<file path="config.mk">
export PLATFORM = sky130hd
export DESIGN_NAME = dualflag_alu
export DESIGN_NICKNAME = d
export VERILOG_FILES = /design/src/rtl/dualflag_pkg.sv /design/src/rtl/dualflag_addend_sel.sv /design/src/rtl/dualflag_adder.sv /design/src/rtl/dualflag_extend.sv /design/src/rtl/dualflag_alu.sv
export SDC_FILE = /design/constraint.sdc
export NUM_CORES = 1
export LEC_CHECK = 0
export CAP_MARGIN = 15
export CORE_ASPECT_RATIO = 2
export CORE_MARGIN = 2
export CORE_UTILIZATION = 44
export DETAILED_ROUTE_END_ITERATION = 8
export PLACE_DENSITY = 0.95
export SYNTH_ARGS = -nofsm -noshare
export SYNTH_HDL_FRONTEND = slang
export SYNTH_SLANG_ARGS = --single-unit
</file>
<file path="constraint.sdc">
create_clock -name vclk -period 8.1
set_input_delay 1.215 -clock vclk [all_inputs]
set_output_delay 1.215 -clock vclk [all_outputs]
set_load 0.02 [all_outputs]
</file>
<file path="src/rtl/dualflag_pkg.sv">
package dualflag_pkg;

    parameter int unsigned WORD_W   = 24;
    parameter int unsigned HALF_W   = 16;
    parameter int unsigned BYTE_W   = 8;

    typedef enum logic [2:0] {
        OP_ADD      = 3'd0,
        OP_HI_SIGN  = 3'd1,
        OP_SEXT_H   = 3'd2,
        OP_ZEXT_H   = 3'd3,
        OP_SEXT_B   = 3'd4,
        OP_ZEXT_B   = 3'd5
    } op_e;

    typedef enum logic [1:0] {
        ADD_REG   = 2'd0,
        ADD_IMM8  = 2'd1,
        ADD_IMM16 = 2'd2,
        ADD_IMM24 = 2'd3
    } add_src_e;

    // bit 0 is the narrow zero flag, bit 7 the wide overflow flag
    typedef struct packed {
        logic wv;
        logic wc;
        logic wn;
        logic wz;
        logic hv;
        logic hc;
        logic hn;
        logic hz;
    } flag_set_t;

endpackage

</file>
<file path="src/rtl/dualflag_addend_sel.sv">
module dualflag_addend_sel
    import dualflag_pkg::*;
#(
    parameter int unsigned DATA_W = WORD_W,
    parameter int unsigned LOW_W  = HALF_W,
    parameter int unsigned EXT_W  = BYTE_W
) (
    input  add_src_e            sel,
    input  logic [DATA_W-1:0]   src_val,
    input  logic [LOW_W-1:0]    imm_word,
    input  logic [EXT_W-1:0]    imm_ext,
    output logic [DATA_W-1:0]   addend
);
    localparam int unsigned SX8_W  = DATA_W - EXT_W;
    localparam int unsigned SX16_W = DATA_W - LOW_W;

    logic [DATA_W-1:0] imm8_sx;
    logic [DATA_W-1:0] imm16_sx;
    logic [DATA_W-1:0] imm_full;

    always_comb begin
        imm8_sx  = {{SX8_W{imm_word[EXT_W-1]}}, imm_word[EXT_W-1:0]};
        imm16_sx = {{SX16_W{imm_word[LOW_W-1]}}, imm_word};
        imm_full = {imm_word, imm_ext};
    end

    always_comb begin
        unique case (sel)
            ADD_REG:   addend = src_val;
            ADD_IMM8:  addend = imm8_sx;
            ADD_IMM16: addend = imm16_sx;
            ADD_IMM24: addend = imm_full;
            default:   addend = '0;
        endcase
    end
endmodule

</file>
<file path="src/rtl/dualflag_adder.sv">
module dualflag_adder
    import dualflag_pkg::*;
#(
    parameter int unsigned DATA_W = WORD_W,
    parameter int unsigned LOW_W  = HALF_W
) (
    input  logic [DATA_W-1:0] lhs,
    input  logic [DATA_W-1:0] rhs,
    output logic [DATA_W-1:0] sum,
    output flag_set_t         flags
);
    localparam int unsigned TOP  = DATA_W - 1;
    localparam int unsigned MID  = LOW_W - 1;

    logic [DATA_W:0] wide_sum;
    logic [LOW_W:0]  narrow_sum;

    // carries come from widened adders rather than result comparisons
    always_comb begin
        wide_sum   = {1'b0, lhs} + {1'b0, rhs};
        narrow_sum = {1'b0, lhs[MID:0]} + {1'b0, rhs[MID:0]};
        sum        = wide_sum[TOP:0];
    end

    always_comb begin
        flags.hz = (sum[MID:0] == '0);
        flags.hn = sum[MID];
        flags.hc = narrow_sum[LOW_W];
        flags.hv = (lhs[MID] == rhs[MID]) && (sum[MID] != lhs[MID]);
        flags.wz = (sum == '0);
        flags.wn = sum[TOP];
        flags.wc = wide_sum[DATA_W];
        flags.wv = (lhs[TOP] == rhs[TOP]) && (sum[TOP] != lhs[TOP]);
    end
endmodule

</file>
<file path="src/rtl/dualflag_extend.sv">
module dualflag_extend
    import dualflag_pkg::*;
#(
    parameter int unsigned DATA_W = WORD_W,
    parameter int unsigned LOW_W  = HALF_W,
    parameter int unsigned EXT_W  = BYTE_W
) (
    input  op_e               op,
    input  logic [DATA_W-1:0] value,
    output logic [DATA_W-1:0] conv,
    output logic [DATA_W-1:0] hi_fill
);
    localparam int unsigned PAD_H = DATA_W - LOW_W;
    localparam int unsigned PAD_B = DATA_W - EXT_W;

    logic h_sign;
    logic b_sign;

    always_comb begin
        h_sign  = value[LOW_W-1];
        b_sign  = value[EXT_W-1];
        hi_fill = {{PAD_H{1'b0}}, {LOW_W{h_sign}}};
    end

    always_comb begin
        unique case (op)
            OP_SEXT_H: conv = {{PAD_H{h_sign}}, value[LOW_W-1:0]};
            OP_ZEXT_H: conv = {{PAD_H{1'b0}},   value[LOW_W-1:0]};
            OP_SEXT_B: conv = {{PAD_B{b_sign}}, value[EXT_W-1:0]};
            OP_ZEXT_B: conv = {{PAD_B{1'b0}},   value[EXT_W-1:0]};
            default:   conv = '0;
        endcase
    end
endmodule

</file>
<file path="src/rtl/dualflag_alu.sv">
module dualflag_alu
    import dualflag_pkg::*;
#(
    parameter int unsigned DATA_W = WORD_W,
    parameter int unsigned LOW_W  = HALF_W,
    parameter int unsigned EXT_W  = BYTE_W
) (
    input  logic [2:0]        op_sel,
    input  logic [1:0]        add_src,
    input  logic [DATA_W-1:0] src_val,
    input  logic [DATA_W-1:0] dst_val,
    input  logic [LOW_W-1:0]  imm_word,
    input  logic [EXT_W-1:0]  imm_ext,
    output logic [DATA_W-1:0] res_out,
    output logic              res_we,
    output logic [7:0]        flags_out,
    output logic              flags_we,
    output logic [DATA_W-1:0] mdr_out,
    output logic              mdr_we
);
    op_e               op;
    logic [DATA_W-1:0] addend;
    logic [DATA_W-1:0] sum;
    flag_set_t         add_flags;
    logic [DATA_W-1:0] conv;
    logic [DATA_W-1:0] hi_fill;

    always_comb op = op_e'(op_sel);

    dualflag_addend_sel #(.DATA_W(DATA_W), .LOW_W(LOW_W), .EXT_W(EXT_W)) u_sel (
        .sel      (add_src_e'(add_src)),
        .src_val  (src_val),
        .imm_word (imm_word),
        .imm_ext  (imm_ext),
        .addend   (addend)
    );

    dualflag_adder #(.DATA_W(DATA_W), .LOW_W(LOW_W)) u_add (
        .lhs   (dst_val),
        .rhs   (addend),
        .sum   (sum),
        .flags (add_flags)
    );

    dualflag_extend #(.DATA_W(DATA_W), .LOW_W(LOW_W), .EXT_W(EXT_W)) u_ext (
        .op      (op),
        .value   (dst_val),
        .conv    (conv),
        .hi_fill (hi_fill)
    );

    always_comb begin
        res_out   = '0;
        res_we    = 1'b0;
        flags_out = '0;
        flags_we  = 1'b0;
        mdr_out   = '0;
        mdr_we    = 1'b0;
        unique case (op)
            OP_ADD: begin
                res_out   = sum;
                res_we    = 1'b1;
                flags_out = add_flags;
                flags_we  = 1'b1;
            end
            OP_HI_SIGN: begin
                mdr_out = hi_fill;
                mdr_we  = 1'b1;
            end
            OP_SEXT_H, OP_ZEXT_H, OP_SEXT_B, OP_ZEXT_B: begin
                res_out = conv;
                res_we  = 1'b1;
            end
            default: ;
        endcase
    end
endmodule

</file>
Word-level counts from Yosys, hierarchy flattened

Cells that the tools add are included.

Word-level logic and storage cells: 30
Bits of input ports: 77
Output and inout port bits: 59
Bits in registers: 0

Add/subtract/negate cells: 2
Equal/unequal tests: 12
Reductions and logical operators: 8
Multiplexer cells: 8

Operators with widths:

| operator             | number |
|---|---|
| $pmux W24 S4         | 2 |
| $pmux W24 S2         | 1 |
| $add A24 B24 Y25     | 1 |
| $logic_not A24 Y1    | 1 |
| $add A16 B16 Y17     | 1 |
| $logic_not A16 Y1    | 1 |
| $mux W16             | 1 |
| $mux W8              | 1 |
| $eq A3 B2 Y1 const B | 2 |
| $eq A3 B3 Y1 const B | 2 |
| $reduce_or A5 Y1     | 1 |
| $eq A2 B2 Y1 const B | 2 |
| $reduce_or A4 Y1     | 1 |
| $eq A3 B1 Y1 const B | 1 |
| $logic_not A3 Y1     | 1 |
| $mux W1              | 3 |
| $eq A1 B1 Y1         | 2 |
| $eq A2 B1 Y1 const B | 1 |
| $logic_and A1 B1 Y1  | 2 |
| $logic_not A2 Y1     | 1 |
| $ne A1 B1 Y1         | 2 |

Depth between registers and ports, before layout

Depth in word-level cells: 6
Mapped depth: 16
Gate-level depth less buffers: 14

Modules after synthesis

Synthesis repeated with hierarchy kept, for this count alone.

Cell total of the unflattened synthesis: 409
Area, all modules: 3460.8 um^2

Modules (own cells, without submodules):

| module              | area each (um^2) | sequential area each (um^2) | times used | cells an instance |
|---|---|---|---|---|
| dualflag_adder      | 1328.8           | 0.0                         | 1          | 175 |
| dualflag_alu        | 1013.5           | 0.0                         | 1          | 128 |
| dualflag_addend_sel | 705.7            | 0.0                         | 1          | 51 |
| dualflag_extend     | 412.9            | 0.0                         | 1          | 55 |

Worst setup path after synthesis

Ideal clock, no wire load.

Kind: input to output
From: input add_src[0]
To: output flags_out[4]
Path buffers: 2
Data required time: 6.885 ns
Stages: 16
Slack: 2.018 ns
Data arrival time: 4.867 ns
Cells stage by stage: clkbuf_1 > clkbuf_1 > mux2_2 > nand2_1 > o21ai_0 > ha_1 > fa_1 > a21o_1 > a221o_1 > a22oi_2 > o21bai_1 > a21oi_1 > xor2_1 > nand4_1 > nor2_2 > and4_1

Longest elaborated chain between the ends: 5
Elaborated cells on any way between the ends: 8
Classes of those cells: 1 x add/sub; 3 x eq/ne; 2 x mux; 2 x reduce/logical

Ends and longest elaborated chain:

| what                                       | line                      | text |
|---|---|---|
| from (decl)                                | dualflag_alu.sv:9         | `input logic [1:0] add_src,` |
| $eq A2 B2 Y1, or another cell as far along | dualflag_addend_sel.sv:28 | `unique case (sel)` |
| $pmux W24 S4 (*)                           | dualflag_addend_sel.sv:28 |  |
| $add A24 B24 Y25 (*)                       | dualflag_adder.sv:20      | `wide_sum = {1'b0, lhs} + {1'b0, rhs};` |
| $logic_not A24 Y1 (*)                      | dualflag_adder.sv:30      | `flags.wz = (sum == '0);` |
| $mux W8 (*)                                | dualflag_alu.sv:59        | `unique case (op)` |
| to (decl)                                  | dualflag_alu.sv:16        | `output logic [7:0] flags_out,` |

Mark *: on every way between the ends. The rest lies on a longest branch, timed or not.

Worst setup path in the final report

Ends and elaborated chain as after synthesis.

==> flow_summary.json <==
{
  "vias_per_cell": 5.99,
  "outcome": "finished clean",
  "p_leak_nw": 1.43,
  "die_w_um": 56.7,
  "drt_first_iter_violations": 158,
  "relSlewSlack_pct": 34.9,
  "synth_area_um2": 2440,
  "fp-row-count": 38,
  "yosysSeqAreaShare_pct": 0,
  "n_clock_buffer": 0,
  "num_vias": 3025,
  "cts_resized": 0,
  "die_h_um": 109,
  "slew_violations": 0,
  "final_layout_size_suffix_gt1_share_pct": 6.29,
  "drc_errors": 0,
  "antenna_cells": 0,
  "die-area_um2": 6190,
  "pwr_density_cell_nw_per_um2": 91.8,
  "synthTopCellsByArea": "ha_1, o21ai_0, buf_4",
  "dp_slack_ns": 1.04,
  "design_area_um2": 3590,
  "grt_max_degree": 38,
  "syn_avg_cell_area_um2": 6.99,
  "nFlopsAndLatches": 0,
  "grt_overflow_total": 0,
  "netlist.area_leader.share_pct": 12.8,
  "cp.required_ns": 6.88,
  "fmax_mhz": 141,
  "n_fill_cell": 484,
  "gp_congestion": 0.924,
  "synth_compound_area_share_pct": 36.5,
  "grt.total_usage_pct": 28.3,
  "start_util_pct": 45.4,
  "vdd_drop_max_uv": 58.3,
  "setup_viol": 0,
  "cp_max_fo": 37,
  "ant_nets": 0,
  "ctsHoldBuffers": 0,
  "synth_mux_area_share_pct": 10.6,
  "setup_slack_ns": 1.01,
  "grt_setup_unrepaired": "false",
  "hpwl_um": 8090,
  "postCtsSetupBuffers": 0,
  "tightest_slew_ns": 0.973,
  "yosysWarnings": 0,
  "timing.hold.ws_ns": 3.59,
  "post-route-util_pct": 66.9,
  "antenna_found_initial": 0,
  "yosysTopAreaCell": "ha_1",
  "final_cells": 505,
  "finalCriticalPeriod_ns": 7.09,
  "seqCellArea_um2": 0,
  "cp-start-kind": "primary input",
  "synth_xor_area_share_pct": 8.97,
  "fin_setup_tns_ns": 0,
  "cp.arrival_ns": 5.87,
  "port_buffers": 128,
  "p_total_uw": 330,
  "post_dp_cell_area_um2": 3590,
  "area_growth_pct": 47.3,
  "placed_cells": 505,
  "synth_cell_types": 56,
  "cap_violations": 0,
  "finalHoldViolations": 0,
  "timing.final.crit_share_pct": 87.5,
  "synthCells": 349,
  "synth_top_family_by_area": "compound AO/OA/AOI/OAI gates",
  "grt_pass1_wl_um": 13900,
  "min_path_type": "in2out",
  "coreArea_um2": 5370,
  "wl_um": 9310,
  "worstSetupPathType": "in2out",
  "drt-pass1-iter-count": 4,
  "io_pins": 136,
  "grt_pass1_vias": 2922,
  "avgRoutedWirePerCell_um": 18.4,
  "synthSimpleGateAreaFrac_pct": 18.7,
  "nets": 550,
  "synthAdderAreaFrac_pct": 13.6,
  "cp-end-kind": "output port"
}
## area by class of cell
class | instances | area [um2] | area share, %
tap | 60 | 75.1 | 2.09
multi-input combinational | 305 | 2190 | 60.8
inverter | 10 | 37.5 | 1.04
timing repair buffer | 130 | 1300 | 36.1
## power breakdown
part	switching (mW)	internal, mW	leakage [nW]
Clock	0	0	0
Sequential	0	0	0
Combinational	0.177	0.152	1.43
Total	0.177	0.152	1.43
## layout by cell type (no fill, tap or decap), types with 4 or more instances in the layout
cell,count
mux4_2,7
xnor2_1,14
nand4_1,5
inv_1,9
a21o_1,12
o21ai_1,5
nand2_1,31
o211ai_1,8
a22o_1,10
mux2_2,8
nor2_1,19
conb_1,8
xor2_1,11
o21ai_0,55
nand3_1,6
nand2b_1,9
ha_1,25
a21oi_1,22
o21bai_1,6
nor3b_1,4
clkdlybuf4s50_1,128
## final timing paths
kind | startpoint | endpoint | slack, ns | cells after the start
max | add_src[0] | flags_out[4] | 1.01 | 16
min | dst_val[5] | res_out[5] | 3.59 | 4
## layer usage
layer	GRT usage (%)	vias to the layer above	routed length (um)
met2	61.7	111	5660
met4	11.6	0	405
met5	0	-	0
met3	1.18	31	283
met1	25.4	1415	2960
li1	-	1468	-
## logic make-up (layout without fill, tap and decap cells)
| family | after synthesis | in the layout |
|---|---|---|
| buffers and inverters | 51 | 140 |
| xor gates and xnor gates | 25 | 25 |
| muxes | 16 | 16 |
| and+or+nand+nor | 90 | 90 |
| other | 1 | 8 |
| adders and majority gates | 26 | 26 |
| AOI/OAI and AO/OA | 140 | 140 |
## cells in the mapped netlist (6+ instances only)
cell	number
mux4_2	7
mux2_2	8
ha_1	25
nand2_1	31
nand3_1	6
a22o_1	10
a21o_1	12
a21oi_1	22
xor2_1	11
nor2_1	19
buf_4	23
xnor2_1	14
clkbuf_1	14
nand2b_1	9
o21ai_0	55
o21bai_1	6
o211ai_1	8
inv_1	9
## critical path, cell delays in order
cell and delay (ns):
clkdlybuf4s50_1 0.69, buf_4 0.42, mux2_2 0.38, nand2_1 0.06, o21ai_0 0.13, ha_1 0.40, a21o_1 0.23, a31oi_1 0.24
a21oi_1 0.14, a21o_1 0.23, a41oi_1 0.40, xnor2_1 0.22, nand4_1 0.14, nor2_2 0.16, and4_1 0.21, clkdlybuf4s50_1 0.60
Power figures use the tool's default switching activity.
